[config.mk]
export PLATFORM = sky130hd
export DESIGN_NAME = audclk_gen
export DESIGN_NICKNAME = d
export VERILOG_FILES = /design/src/rtl/audclk_pkg.sv /design/src/rtl/audclk_ratio_det.sv /design/src/rtl/audclk_divider.sv /design/src/rtl/audclk_gen.sv
export SDC_FILE = /design/constraint.sdc
export NUM_CORES = 1
export LEC_CHECK = 0
export ABC_AREA = 1
export CAP_MARGIN = 10
export CORE_UTILIZATION = 44
export CTS_CLUSTER_DIAMETER = 80
export CTS_CLUSTER_SIZE = 8
export DETAILED_ROUTE_END_ITERATION = 7
export DONT_BUFFER_PORTS = 1
export PLACE_DENSITY = 0.61
export SETUP_SLACK_MARGIN = 0.1
export SLEW_MARGIN = 10
export SYNTH_ARGS = -nofsm -noshare
export SYNTH_HDL_FRONTEND = slang
export SYNTH_SLANG_ARGS = --single-unit
[constraint.sdc]
create_clock -name clk -period 4.65 [get_ports clk]
set_input_delay 0 -clock clk [delete_from_list [all_inputs] [get_ports clk]]
set_output_delay 0 -clock clk [all_outputs]
set_load 0.005 [all_outputs]
[src/rtl/audclk_pkg.sv]
package audclk_pkg;

  typedef enum logic [1:0] {
    RATIO_256 = 2'd0,
    RATIO_384 = 2'd1,
    RATIO_512 = 2'd2,
    RATIO_768 = 2'd3
  } ratio_e;

  localparam int unsigned NUM_RATIOS = 4;
  localparam int unsigned BITS_PER_FRAME = 64;
  localparam int unsigned PH_W = 4;

  function automatic int unsigned ratio_len(ratio_e r);
    case (r)
      RATIO_256: return 256;
      RATIO_384: return 384;
      RATIO_512: return 512;
      default:   return 768;
    endcase
  endfunction

  // System clocks per bit-clock period.
  function automatic logic [PH_W-1:0] bit_div(ratio_e r);
    return PH_W'(ratio_len(r) / BITS_PER_FRAME);
  endfunction

  function automatic ratio_e master_ratio(logic [1:0] m);
    case (m)
      2'b01:   return RATIO_512;
      2'b10:   return RATIO_384;
      default: return RATIO_256;
    endcase
  endfunction

endpackage

[src/rtl/audclk_ratio_det.sv]
module audclk_ratio_det
  import audclk_pkg::*;
#(
  parameter int unsigned CNT_W       = 11,
  parameter int unsigned SYNC_STAGES = 2
) (
  input  logic   clk,
  input  logic   rst_n,
  input  logic   enable,
  input  logic   frame_in,
  output ratio_e ratio,
  output logic   locked
);

  localparam int unsigned SH_W = SYNC_STAGES + 1;

  logic [SH_W-1:0]  sync_sh;
  logic             frame_rise;
  logic [CNT_W-1:0] cnt_q, prev_q;
  logic             cnt_sat;
  logic             len_ok;
  ratio_e           len_code;

  always_ff @(posedge clk) begin
    if (!rst_n || !enable) sync_sh <= '0;
    else                   sync_sh <= {sync_sh[SH_W-2:0], frame_in};
  end

  assign frame_rise = sync_sh[SH_W-2] & ~sync_sh[SH_W-1];
  assign cnt_sat    = &cnt_q;

  always_comb begin
    len_ok   = 1'b0;
    len_code = RATIO_256;
    for (int i = 0; i < NUM_RATIOS; i++) begin
      if (cnt_q == CNT_W'(ratio_len(ratio_e'(i)))) begin
        len_ok   = 1'b1;
        len_code = ratio_e'(i);
      end
    end
  end

  always_ff @(posedge clk) begin
    if (!rst_n || !enable) begin
      cnt_q  <= '0;
      prev_q <= '0;
      locked <= 1'b0;
      ratio  <= RATIO_256;
    end else if (frame_rise) begin
      cnt_q  <= CNT_W'(1);
      prev_q <= cnt_q;
      if (len_ok && cnt_q == prev_q) begin
        locked <= 1'b1;
        ratio  <= len_code;
      end else begin
        locked <= 1'b0;
      end
    end else if (cnt_sat) begin
      locked <= 1'b0;
      prev_q <= '0;
    end else begin
      cnt_q <= cnt_q + CNT_W'(1);
    end
  end

  // lock is only ever gained on a frame edge
  p_lock_on_edge_r6: assert property (@(posedge clk) disable iff (!rst_n)
    $rose(locked) |-> $past(frame_rise));

  // a stalled frame clock drops the lock
  p_stall_unlock_r8: assert property (@(posedge clk) disable iff (!rst_n)
    (enable && cnt_sat && !frame_rise) |=> !locked);

endmodule

[src/rtl/audclk_divider.sv]
module audclk_divider
  import audclk_pkg::*;
#(
  parameter int unsigned BIT_W = 6
) (
  input  logic   clk,
  input  logic   rst_n,
  input  logic   restart,
  input  logic   is_master,
  input  ratio_e ratio,
  output logic   bclk,
  output logic   frame_clk,
  output logic   en_128,
  output logic   en_64
);

  localparam logic [BIT_W-1:0] HALF_BITS = BIT_W'(1 << (BIT_W - 1));

  logic [PH_W-1:0]  div_len, half_len, ph_q, ph_n;
  logic [BIT_W-1:0] bit_q, bit_n;
  logic             live_q;

  assign div_len  = bit_div(ratio);
  assign half_len = div_len >> 1;

  always_comb begin
    ph_n  = (ph_q >= div_len - PH_W'(1)) ? '0 : ph_q + PH_W'(1);
    bit_n = (ph_n == '0) ? bit_q + BIT_W'(1) : bit_q;
  end

  always_ff @(posedge clk) begin
    if (!rst_n || restart) begin
      // Next active cycle lands on phase 0 of the second half-frame.
      ph_q      <= div_len - PH_W'(1);
      bit_q     <= HALF_BITS - BIT_W'(1);
      bclk      <= 1'b0;
      frame_clk <= 1'b0;
      en_64     <= 1'b0;
      en_128    <= 1'b0;
      live_q    <= 1'b0;
    end else begin
      ph_q      <= ph_n;
      bit_q     <= bit_n;
      bclk      <= is_master & (ph_n >= half_len);
      frame_clk <= is_master & (bit_n < HALF_BITS);
      en_64     <= (ph_n == '0);
      en_128    <= (ph_n == '0) || (ph_n == half_len);
      live_q    <= 1'b1;
    end
  end

  // frame clock moves only together with a bit-clock fall
  p_frame_on_bclk_fall_r4: assert property (@(posedge clk) disable iff (!rst_n)
    (live_q && $past(live_q) && is_master && frame_clk != $past(frame_clk))
      |-> (!bclk && $past(bclk)));

  // a running bit clock falls at the start of a bit period
  p_bclk_fall_phase_r2: assert property (@(posedge clk) disable iff (!rst_n)
    (live_q && $fell(bclk)) |-> en_64);

  // enables are single-cycle and nested
  p_en64_single_r5: assert property (@(posedge clk) disable iff (!rst_n)
    en_64 |=> !en_64);
  p_en64_in_en128_r5: assert property (@(posedge clk) disable iff (!rst_n)
    en_64 |-> en_128);

endmodule

[src/rtl/audclk_gen.sv]
module audclk_gen
  import audclk_pkg::*;
#(
  parameter int unsigned CNT_W       = 11,
  parameter int unsigned SYNC_STAGES = 2,
  parameter int unsigned BIT_W       = 6
) (
  input  logic       clk,
  input  logic       rst_n,
  input  logic [1:0] mode_sel,
  input  logic       lrclk_in,
  output logic       bclk_out,
  output logic       lrclk_out,
  output logic       en_128fs,
  output logic       en_64fs,
  output logic [1:0] ratio_code,
  output logic       ratio_valid
);

  logic [1:0] mode_q;
  logic       is_master, master_q;
  logic       det_locked, run, restart;
  ratio_e     det_ratio, act_ratio;

  assign is_master = (mode_sel != 2'b00);
  assign master_q  = (mode_q != 2'b00);

  always_ff @(posedge clk) begin
    if (!rst_n) mode_q <= 2'b00;
    else        mode_q <= mode_sel;
  end

  audclk_ratio_det #(
    .CNT_W       (CNT_W),
    .SYNC_STAGES (SYNC_STAGES)
  ) u_det (
    .clk      (clk),
    .rst_n    (rst_n),
    .enable   (!is_master),
    .frame_in (lrclk_in),
    .ratio    (det_ratio),
    .locked   (det_locked)
  );

  assign act_ratio = is_master ? master_ratio(mode_sel) : det_ratio;
  assign run       = is_master | det_locked;
  assign restart   = (mode_sel != mode_q) | !run;

  audclk_divider #(
    .BIT_W (BIT_W)
  ) u_div (
    .clk       (clk),
    .rst_n     (rst_n),
    .restart   (restart),
    .is_master (is_master),
    .ratio     (act_ratio),
    .bclk      (bclk_out),
    .frame_clk (lrclk_out),
    .en_128    (en_128fs),
    .en_64     (en_64fs)
  );

  assign ratio_code  = act_ratio;
  assign ratio_valid = run;

  // in slave mode the enables only run after a lock
  p_slave_enable_locked_r7: assert property (@(posedge clk) disable iff (!rst_n)
    (!master_q && en_64fs) |-> $past(det_locked));

  // generated clocks stay low in slave mode
  p_slave_clocks_low_r7: assert property (@(posedge clk) disable iff (!rst_n)
    (!master_q && !$past(master_q)) |-> (!bclk_out && !lrclk_out));

endmodule

# Word-level counts from Yosys, hierarchy flattened
# Index checks and enable logic that the tools add are counted.
classes:
  addsub: 4
  order_cmp: 3
  n_eq_ne: 12
  muxes: 20
  n_bitwise: 6
  reduce_logical: 13
op_table:
  columns: ["cell", "n"]
  rows:
  - ["case mux 10 bit (3 select lines)", 1]
  - ["equality test 11 x 10 -> 1 bit (second input constant)", 2]
  - ["equality test 11 x 9 -> 1 bit (second input constant)", 2]
  - ["2-to-1 mux 11 bit", 2]
  - ["adder 11 x 1 -> 11 bit (second input constant)", 1]
  - ["equality test 11 bit", 1]
  - ["AND reduction 11 bit", 1]
  - ["2-to-1 mux 1 bit", 10]
  - ["2-to-1 mux 4 bit", 2]
  - ["adder 6 x 1 -> 6 bit (second input constant)", 1]
  - ["< comparator 6 bit (second input constant)", 1]
  - ["2-to-1 mux 2 bit", 3]
  - ["2-to-1 mux 6 bit", 1]
  - ["adder 4 x 1 -> 4 bit (second input constant)", 1]
  - ["equality test 2 x 1 -> 1 bit (second input constant)", 2]
  - ["equality test 2 bit (second input constant)", 2]
  - ["equality test 4 x 3 -> 1 bit", 1]
  - ["greater-or-equal comparator 4 x 3 -> 1 bit", 1]
  - ["greater-or-equal comparator 4 bit", 1]
  - ["logical NOT 4 bit", 1]
  - ["case mux 2 bit (2 select lines)", 1]
  - ["nonzero test 2 bit", 2]
  - ["subtractor 4 x 1 -> 4 bit (second input constant)", 1]
  - ["bitwise AND 1 bit", 3]
  - ["other kinds (10)", 14]
word_totals:
  reg_bits: 44
  output_inout_bits: 7
  word_cells: 71

# Longest topological paths before layout
# Gate-level depths: netlist (run 1).
logic_depth:
  depth_word: 12
  ltp_mapped: 16
  ltp_nobuf: 16

# Hierarchy
# A second synthesis (run 1) with hierarchy kept.
unflattened:
  cells_unflattened: 355
  area_unflattened_um2: 2570.0
modules_own_cells:
  columns: ["mod", "n_inst", "cells_per_inst", "area_each_um2", "seq_area_each_um2"]
  rows:
  - ["audclk_ratio_det", 1, 219, 1531.5, 560.5]
  - ["audclk_divider", 1, 111, 900.9, 280.3]
  - ["audclk_gen", 1, 25, 137.6, 40.0]

# Worst setup path after synthesis (run 1)
# No wires, ideal clock.
synth_path:
  path_kind: "register -> register"
  startpoint: "register u_det.ratio[0]"
  endpoint: "register u_div.en_128"
  setup_ns: 0.070
  t_arrival_ns: 2.293
  path_slack_ns: 2.287
  stages_incl_launch_ff: 14
  n_path_buf: 0
  period_less_slack_ns: 2.363
  path_cell_list: "dfxtp_1 inv_1 a21oi_1 inv_1 ha_1 ha_1 a21oi_1 nand2_2 nor2_2 inv_1 ha_1 nand3_1 or2_1 a21oi_1"
synth_via:
  elab_chain_len: 8
  elab_cells_between_ends: 11
synth_lines:
  columns: ["element", "line_no", "text"]
  rows:
  - ["from (decl)", "audclk_ratio_det.sv:11", "output ratio_e ratio,"]
  - ["from (signal assigned)", "audclk_ratio_det.sv:54", "ratio <= len_code;"]
  - ["2-to-1 mux 2 bit (*)", "audclk_gen.sv:45", "assign act_ratio = is_master ? master_ratio(mode_sel) : det_ratio;"]
  - ["via ratio_code[0]", "audclk_gen.sv:16", "output logic [1:0] ratio_code,"]
  - ["equality test 2 bit (tied with other cells)", "audclk_pkg.sv:15", "case (r)"]
  - ["case mux 10 bit (3 select lines) (*)", "audclk_pkg.sv:15", null]
  - ["subtractor 4 x 1 -> 4 bit", "audclk_divider.sv:27", "ph_n = (ph_q >= div_len - PH_W'(1)) ? '0 : ph_q + PH_W'(1);"]
  - ["greater-or-equal comparator 4 bit", "audclk_divider.sv:27", null]
  - ["2-to-1 mux 4 bit", "audclk_divider.sv:27", null]
  - ["equality test 4 x 3 -> 1 bit or logical NOT 4 bit (tied branches)", "audclk_divider.sv:47", "en_128 <= (ph_n == '0) || (ph_n == half_len);"]
  - ["logical OR 1 bit (*)", "audclk_divider.sv:47", null]
  - ["to (signal assigned)", "audclk_divider.sv:47", null]
  - ["to (decl)", "audclk_divider.sv:13", "output logic en_128,"]
# The timed path passes the listed nets; every way through them passes the cells marked *.
# A chain may end at the register's enable or synchronous reset.

# Worst setup path after layout (run 1)
# Ends and elaborated chain as after synthesis.

==> results of run 1 <==
## state kept, by name, indices dropped and copies added, names as in the netlist
register and cells:
u_det.prev_q 11, u_det.ratio 2, u_det.sync_sh 3, u_div.en_128 1, u_div.en_64 1, u_div.bit_q 6
u_det.cnt_q 11, u_div.frame_clk 1, u_div.ph_q 4, mode_q 2, u_div.bclk 1, u_det.locked 1
## final cells by class
class                      count  area [µm²]
tap                           70       87.58
inverter                      51       191.4
fill                         545        2562
clock inverter                 1       30.03
timing repair buffer           6       60.06
clock buffer                   7       96.34
sequential                    44       880.8
multi-input combinational    248        1296
## worst min-delay path by stage
stage,startpoint,cells after the start,slack [ns],to
after floorplan,mode_sel[0],1,0.05,ratio_code[0]
after global placement,mode_sel[0],1,0.07,ratio_code[0]
after detailed placement,mode_sel[0],1,0.07,ratio_code[0]
after CTS,mode_sel[0],1,0.07,ratio_code[0]
after global routing,mode_sel[0],1,0.08,ratio_code[0]
final,mode_sel[0],1,0.07,ratio_code[0]
## stage by stage
step	worst slack (ns)	hold WS [ns]	power (mW)	area (µm²)	std cells
6_report	2.053	0.06863	0.8542	2643	427
5_1_grt	1.783	0.08144	0.9030	2643	427
4_1_cts	2.045	0.06966	0.8656	2643	427
3_5_place_dp	2.081	0.06935	0.5404	2456	413
3_3_place_gp	2.128	0.07298	0.5371	2456	413
2_1_floorplan	2.287	0.05430	0.5144	2426	351
## kinds of logic after synthesis
kind of cell | after synthesis | share of synthesized area
compound gates | 38 | 0.08407
xor+xnor | 12 | 0.04333
fa+ha+maj | 13 | 0.06705
buf+inv | 59 | 0.1026
flops | 44 | 0.3631
simple gates | 185 | 0.3399
## critical path, cell delays in order, from the launching register on
cell                      delay (ns)
sky130_fd_sc_hd__dfxtp_1        0.31
sky130_fd_sc_hd__inv_1          0.05
sky130_fd_sc_hd__a21oi_1        0.33
sky130_fd_sc_hd__ha_1           0.27
sky130_fd_sc_hd__inv_1          0.06
sky130_fd_sc_hd__ha_1           0.29
sky130_fd_sc_hd__a21oi_1        0.16
sky130_fd_sc_hd__nand2_2        0.11
sky130_fd_sc_hd__nor2_2         0.16
sky130_fd_sc_hd__inv_1          0.08
sky130_fd_sc_hd__ha_1           0.28
sky130_fd_sc_hd__nand3_1        0.09
sky130_fd_sc_hd__or2_1          0.23
sky130_fd_sc_hd__a21oi_1        0.13
## routing by layer
layer | vias to the layer above | global-route usage | wire (µm)
li1 | 1124 | - | -
met1 | 941 | 0.2654 | 2725
met2 | 34 | 0.2901 | 2145
met3 | 8 | 0.04790 | 180
met4 | 0 | 0.06346 | 73
met5 | - | 0 | 0
## placed cells by master, fill, tap and decap left out
master                          instances
sky130_fd_sc_hd__a21oi_1               23
sky130_fd_sc_hd__a21oi_2                1
sky130_fd_sc_hd__a31oi_1                3
sky130_fd_sc_hd__bufinv_16              1
sky130_fd_sc_hd__clkbuf_8               7
sky130_fd_sc_hd__dfxtp_1               44
sky130_fd_sc_hd__dlygate4sd3_1          6
sky130_fd_sc_hd__ha_1                  13
sky130_fd_sc_hd__inv_1                 39
sky130_fd_sc_hd__inv_2                 12
sky130_fd_sc_hd__nand2_1               87
sky130_fd_sc_hd__nand2_2                4
sky130_fd_sc_hd__nand3_1               44
sky130_fd_sc_hd__nand3_2                1
sky130_fd_sc_hd__nand3b_1               1
sky130_fd_sc_hd__nand4_1                3
sky130_fd_sc_hd__nand4_4                1
sky130_fd_sc_hd__nor2_1                34
sky130_fd_sc_hd__nor2_2                 5
sky130_fd_sc_hd__nor2_4                 1
sky130_fd_sc_hd__nor3_1                 2
sky130_fd_sc_hd__o21ai_0                4
sky130_fd_sc_hd__o21ai_1                5
sky130_fd_sc_hd__o21ai_2                1
sky130_fd_sc_hd__o21bai_1               1
sky130_fd_sc_hd__or2_1                  1
sky130_fd_sc_hd__or2_4                  1
sky130_fd_sc_hd__xnor2_1                3
sky130_fd_sc_hd__xor2_1                 9
## power groups by stage
stage | logic, mW | clock network, mW | registers (mW)
floorplan | 0.110 | 0 | 0.404
global placement | 0.130 | 0 | 0.407
detailed placement | 0.134 | 0 | 0.407
CTS | 0.139 | 0.329 | 0.398
global route | 0.158 | 0.346 | 0.400
finish | 0.139 | 0.318 | 0.398
## repair_timing
item / CTS / global route
setup endpoints to repair: 0 / 0
hold endpoints to repair: 9 / 0
hold buffers: 6 / 0
setup buffers: 0 / 0
==> flow_summary.ini, run 1 <==
[sta]
slew_violations = 0
worst-slew-pin-transition_ns = 0.7682
setup_tns_ns = 0
timing_hold_violations_final = 0
grt_setup_unrepaired = false
fmaxAchievable_mhz = 385.1
setup_viol = 0
final_min_period_over_clock_period = 0.5584
finalClockSkew_ns = 0.009029
post_layout_minimum_cycle_time_ns = 2.597
relSlewSlack = 0.4873

[yosys]
synth_seq_area_share = 0.3631
synth_top_area_cell = sky130_fd_sc_hd__dfxtp_1
number_of_synthesized_flops_with_an_enable_pin = 0
synth_fp_nets = 369
synthesis.area_per_instance_um2 = 6.912
synth_top_area_frac = 0.3631
synthFlopType = sky130_fd_sc_hd__dfxtp_1
async_reset_ff_frac = 0
synth_cells = 351
synthTopCellsByArea = sky130_fd_sc_hd__dfxtp_1 (36%), sky130_fd_sc_hd__nand2_1 (13%), sky130_fd_sc_hd__nand3_1 (9.1%)
yosys_warnings = 0
netlist_top_cells_count = sky130_fd_sc_hd__nand2_1 (87), sky130_fd_sc_hd__dfxtp_1 (44), sky130_fd_sc_hd__nand3_1 (44)
synth_most_common_cell = sky130_fd_sc_hd__nand2_1
synth_cell_types = 31
number_of_synthesized_register_bits = 44
synthesis.area_mm2 = 0.002426

[die]
rows = 26
initial_standard_cell_utilization_of_the_core = 0.4661
die_area_mm2 = 0.005815
floorplan.die.height_um = 76.26
core-area_mm2 = 0.005205
die_width_um = 76.26
pin_count = 12

[global_route]
overflow = 0
first_pass_grt_wire_length_mm = 8.983
largest_net_degree_at_the_start_of_global_routing = 22
globalRouteTotalUtil = 0.1919
antenna_found_initial = 0
via_count_of_the_first_global_routing_pass = 1940

[outcome]
run_status = completed

[power_and_ir_drop]
power.share.clock = 0.372
power.density_mw_per_mm2 = 323.2
pwr-share-comb = 0.162
netSwitchingFraction = 0.2626
max-vdd-ir-drop_mv = 0.1946
power_switching_uw = 224.3
pwr-share-seq = 0.466
cellLeakagePower_nw = 1.177
internal_power_uw = 629.8

[critical_path]
critical_path.reg2reg.startpoint = u_det.ratio[0]
arrival_ns = 2.83
r2r-end = u_div.en_128
start_kind = flip-flop
worstSetupEndpointType = flip-flop
crit_end = u_div.en_128
critical_path_class = reg2reg
crit_required_ns = 4.88
crit_path_max_fanout = 4
timing.reg2reg.setup_slack_ns = 2.05
critical_path.startpoint = u_det.ratio[0]
r2r_cells = 13

[clock_network]
clkLatencyLatePin_ns = 0.30
post_cts.resized_instances = 0
clock_tree_from_tritoncts = yes
clk_root_buffer_cell = sky130_fd_sc_hd__clkbuf_8
numClockSinks = 44
cts-htree-levels = 2
cts.clk_slew.worst_paths_ns = 0.08
cts_buffer_count = 5
cts_buffer_depth = 2

[cells_and_area]
areaGrowthSynthToFinish_pct = 8.922
drive_above_1_share = 0.09804
final_net_count = 374
antenna_cells = 0
final_util = 0.5077

[detailed_routing]
vias = 2107
antenna_left = 0
routed_wire_length_per_instance_um = 12.00
detailedRoute.firstPassIterationCount = 4
initialDrtViolationCount = 130
vias_per_cell = 4.934
route.detailed.drc = 0
finalWirelength_mm = 5.125

[placement]
io_buffer_count = 0
gp_congestion = 0.8684
post_dp_hpwl_mm = 3.691

[worst_hold_path]
holdCritPathClass = in2out

[flow_run]
timing.max_cap.violations = 0
(Power assumes the default switching activity.)
==> run 2, diff against run 1 <==
clock period = 2.7 ns   (was 4.65 ns; I/O delays follow)
==> run 2 against run 1 <==
Sequential power grew 72%. Combinational power grew 76%. Register-to-register slack lost 1.8 ns. Wire length grew 2.0%. Worst setup slack lost 1.8 ns. Cell count grew 0.23%. Critical endpoint unchanged. Sequential share of layout area shrank 0.36 points.
==> flow_summary.ini, run 2 (synthesis results as in run 1) <==
[outcome]
run_status = completed

[global_route]
global_routing_s_busiest_layer = met2
overflow = 0
use_met3 = 0.03832
globalRouteTotalUtil = 0.1913
largest_net_degree_at_the_start_of_global_routing = 22
via_count_of_the_first_global_routing_pass = 1930
antenna_found_initial = 0
first_pass_grt_wire_length_mm = 8.990
gr-usage-met1 = 0.2667
globalRouteMet2Util = 0.2919

[sta]
slew_violations = 0
fmaxAchievable_mhz = 412.2
post_layout_minimum_cycle_time_ns = 2.426
setup_viol = 0
finalClockSkew_ns = 0.008032
relSlewSlack = 0.6801
worst-slew-pin-transition_ns = 0.4793
timing_hold_violations_final = 0
grt_setup_unrepaired = false
final_min_period_over_clock_period = 0.8986
setup_tns_ns = 0

[power_and_ir_drop]
power.share.clock = 0.322
pwr-share-comb = 0.178
netSwitchingFraction = 0.2788
max-vdd-ir-drop_mv = 0.2642
power_switching_uw = 382.6
power.density_mw_per_mm2 = 513.8
internal_power_uw = 989.8
cellLeakagePower_nw = 1.171
pwr-share-seq = 0.500

[clock_network]
cts_buffer_depth = 2
clock_tree_from_tritoncts = yes
cts-htree-levels = 2
cts_buffer_count = 5
cts.clk_slew.worst_paths_ns = 0.08
clk_root_buffer_cell = sky130_fd_sc_hd__clkbuf_8
numClockSinks = 44
postCtsSetupRepairBufs = 0
clkLatencyLatePin_ns = 0.30

[detailed_routing]
routed_wire_length_per_instance_um = 12.21
vias = 2101
antenna_left = 0
finalWirelength_mm = 5.225
detailedRoute.firstPassIterationCount = 4
vias_per_cell = 4.909
initialDrtViolationCount = 159
route.detailed.drc = 0

[cells_and_area]
final_net_count = 376
layout.cells.most_common_list = sky130_fd_sc_hd__nand2_1 (87), sky130_fd_sc_hd__nand3_1 (44), sky130_fd_sc_hd__dfxtp_1 (44), sky130_fd_sc_hd__inv_1 (38), sky130_fd_sc_hd__nor2_1 (34)
drive_above_1_share = 0.1145
fillCellCount = 543
seq_area_um2 = 880.8
largestRegisters = u_det.cnt_q: 11 flops, u_det.prev_q: 11 flops, u_div.bit_q: 6 flops
antenna_cells = 0
multi_input_comb_area_mm2 = 0.001340
fin_cells = 428
areaGrowthSynthToFinish_pct = 10.11
final_common_cell = sky130_fd_sc_hd__nand2_1

[placement]
placed_cells_incl_taps = 415
gp_congestion = 0.8766
io_buffer_count = 0
post_dp_hpwl_mm = 3.713

[die]
die_width_um = 76.26
floorplan.die.height_um = 76.26
core-area_mm2 = 0.005205
die_area_mm2 = 0.005815
initial_standard_cell_utilization_of_the_core = 0.4661
rows = 26
pin_count = 12

[critical_path]
crit_required_ns = 2.93
critical_path.startpoint = u_det.ratio[0]
critical_path.reg2reg.startpoint = u_det.ratio[0]
worstSetupEndpointType = flip-flop
critical_path_class = reg2reg
arrival_ns = 2.66
crit_path_max_fanout = 4
start_kind = flip-flop

[worst_hold_path]
holdCritPathClass = in2out
worstHoldStart = mode_sel[0]

[flow_run]
timing.max_cap.violations = 0
-- run 2: routing by layer --
layer	routed length, µm	part of all wire
met1	2651	0.51
met2	2302	0.44
met3	217	0.042
met4	53	0.010
met5	0	0
-- run 2: cell type report --
class / instances / share of cell area
multi-input cells: 248 / 0.5016
well taps: 70 / 0.03279
inverters: 51 / 0.07166
flip-flops and latches: 44 / 0.3297
repair buffers: 8 / 0.02810
clock buffers: 7 / 0.03607
-- run 2: path summary, 6_finish.rpt --
check                      to  slack (ns)  cells after the start
max              u_div.en_128        0.27                     14
min             ratio_code[0]        0.04                      1
max reg2reg      u_div.en_128        0.27                     14
min reg2reg  u_det.sync_sh[1]        0.41                      2
-- run 2: what timing repair did --
action	in CTS	in global routing
hold buffers	6	0
resized for setup	1	8
pin swaps	0	3
endpoints found under the hold margin	9	0
endpoints found under the setup margin	1	2
-- run 2: power by group through the flow --
| stage | sequential [mW] | combinational (mW) | clock, mW |
|---|---|---|---|
| after global routing | 0.689 | 0.281 | 0.481 |
| after floorplan | 0.696 | 0.190 | 0 |
| final | 0.686 | 0.244 | 0.442 |
| after CTS | 0.685 | 0.238 | 0.457 |
| after detailed placement | 0.701 | 0.229 | 0 |
| after global placement | 0.700 | 0.226 | 0 |
-- run 2: stage by stage --
step	power (mW)	util	instance area [µm²]	hold slack, ns	setup WS, ns
final	1.372	0.5132	2671	0.03638	0.2738
after global routing	1.451	0.5132	2671	0.03921	0.09611
after CTS	1.380	0.5055	2631	0.04197	0.1794
after detailed placement	0.9291	0.4748	2471	0.07795	0.1033
after global placement	0.9261	0.4748	2471	0.07765	0.1668
after floorplan	0.8860	-	2426	0.05430	0.3368
-- run 2: worst max-delay path, stage by stage (launching register included) --
cell and delay, ns:
sky130_fd_sc_hd__dfxtp_1 0.32, sky130_fd_sc_hd__inv_1 0.08, sky130_fd_sc_hd__a21oi_4 0.26, sky130_fd_sc_hd__inv_2 0.07, sky130_fd_sc_hd__ha_4 0.24, sky130_fd_sc_hd__ha_1 0.27, sky130_fd_sc_hd__nand3_1 0.09, sky130_fd_sc_hd__nand2_2 0.13
sky130_fd_sc_hd__inv_1 0.08, sky130_fd_sc_hd__nand2_1 0.06, sky130_fd_sc_hd__inv_1 0.05, sky130_fd_sc_hd__ha_1 0.29, sky130_fd_sc_hd__nand3_1 0.08, sky130_fd_sc_hd__or2_1 0.23, sky130_fd_sc_hd__a21oi_1 0.11
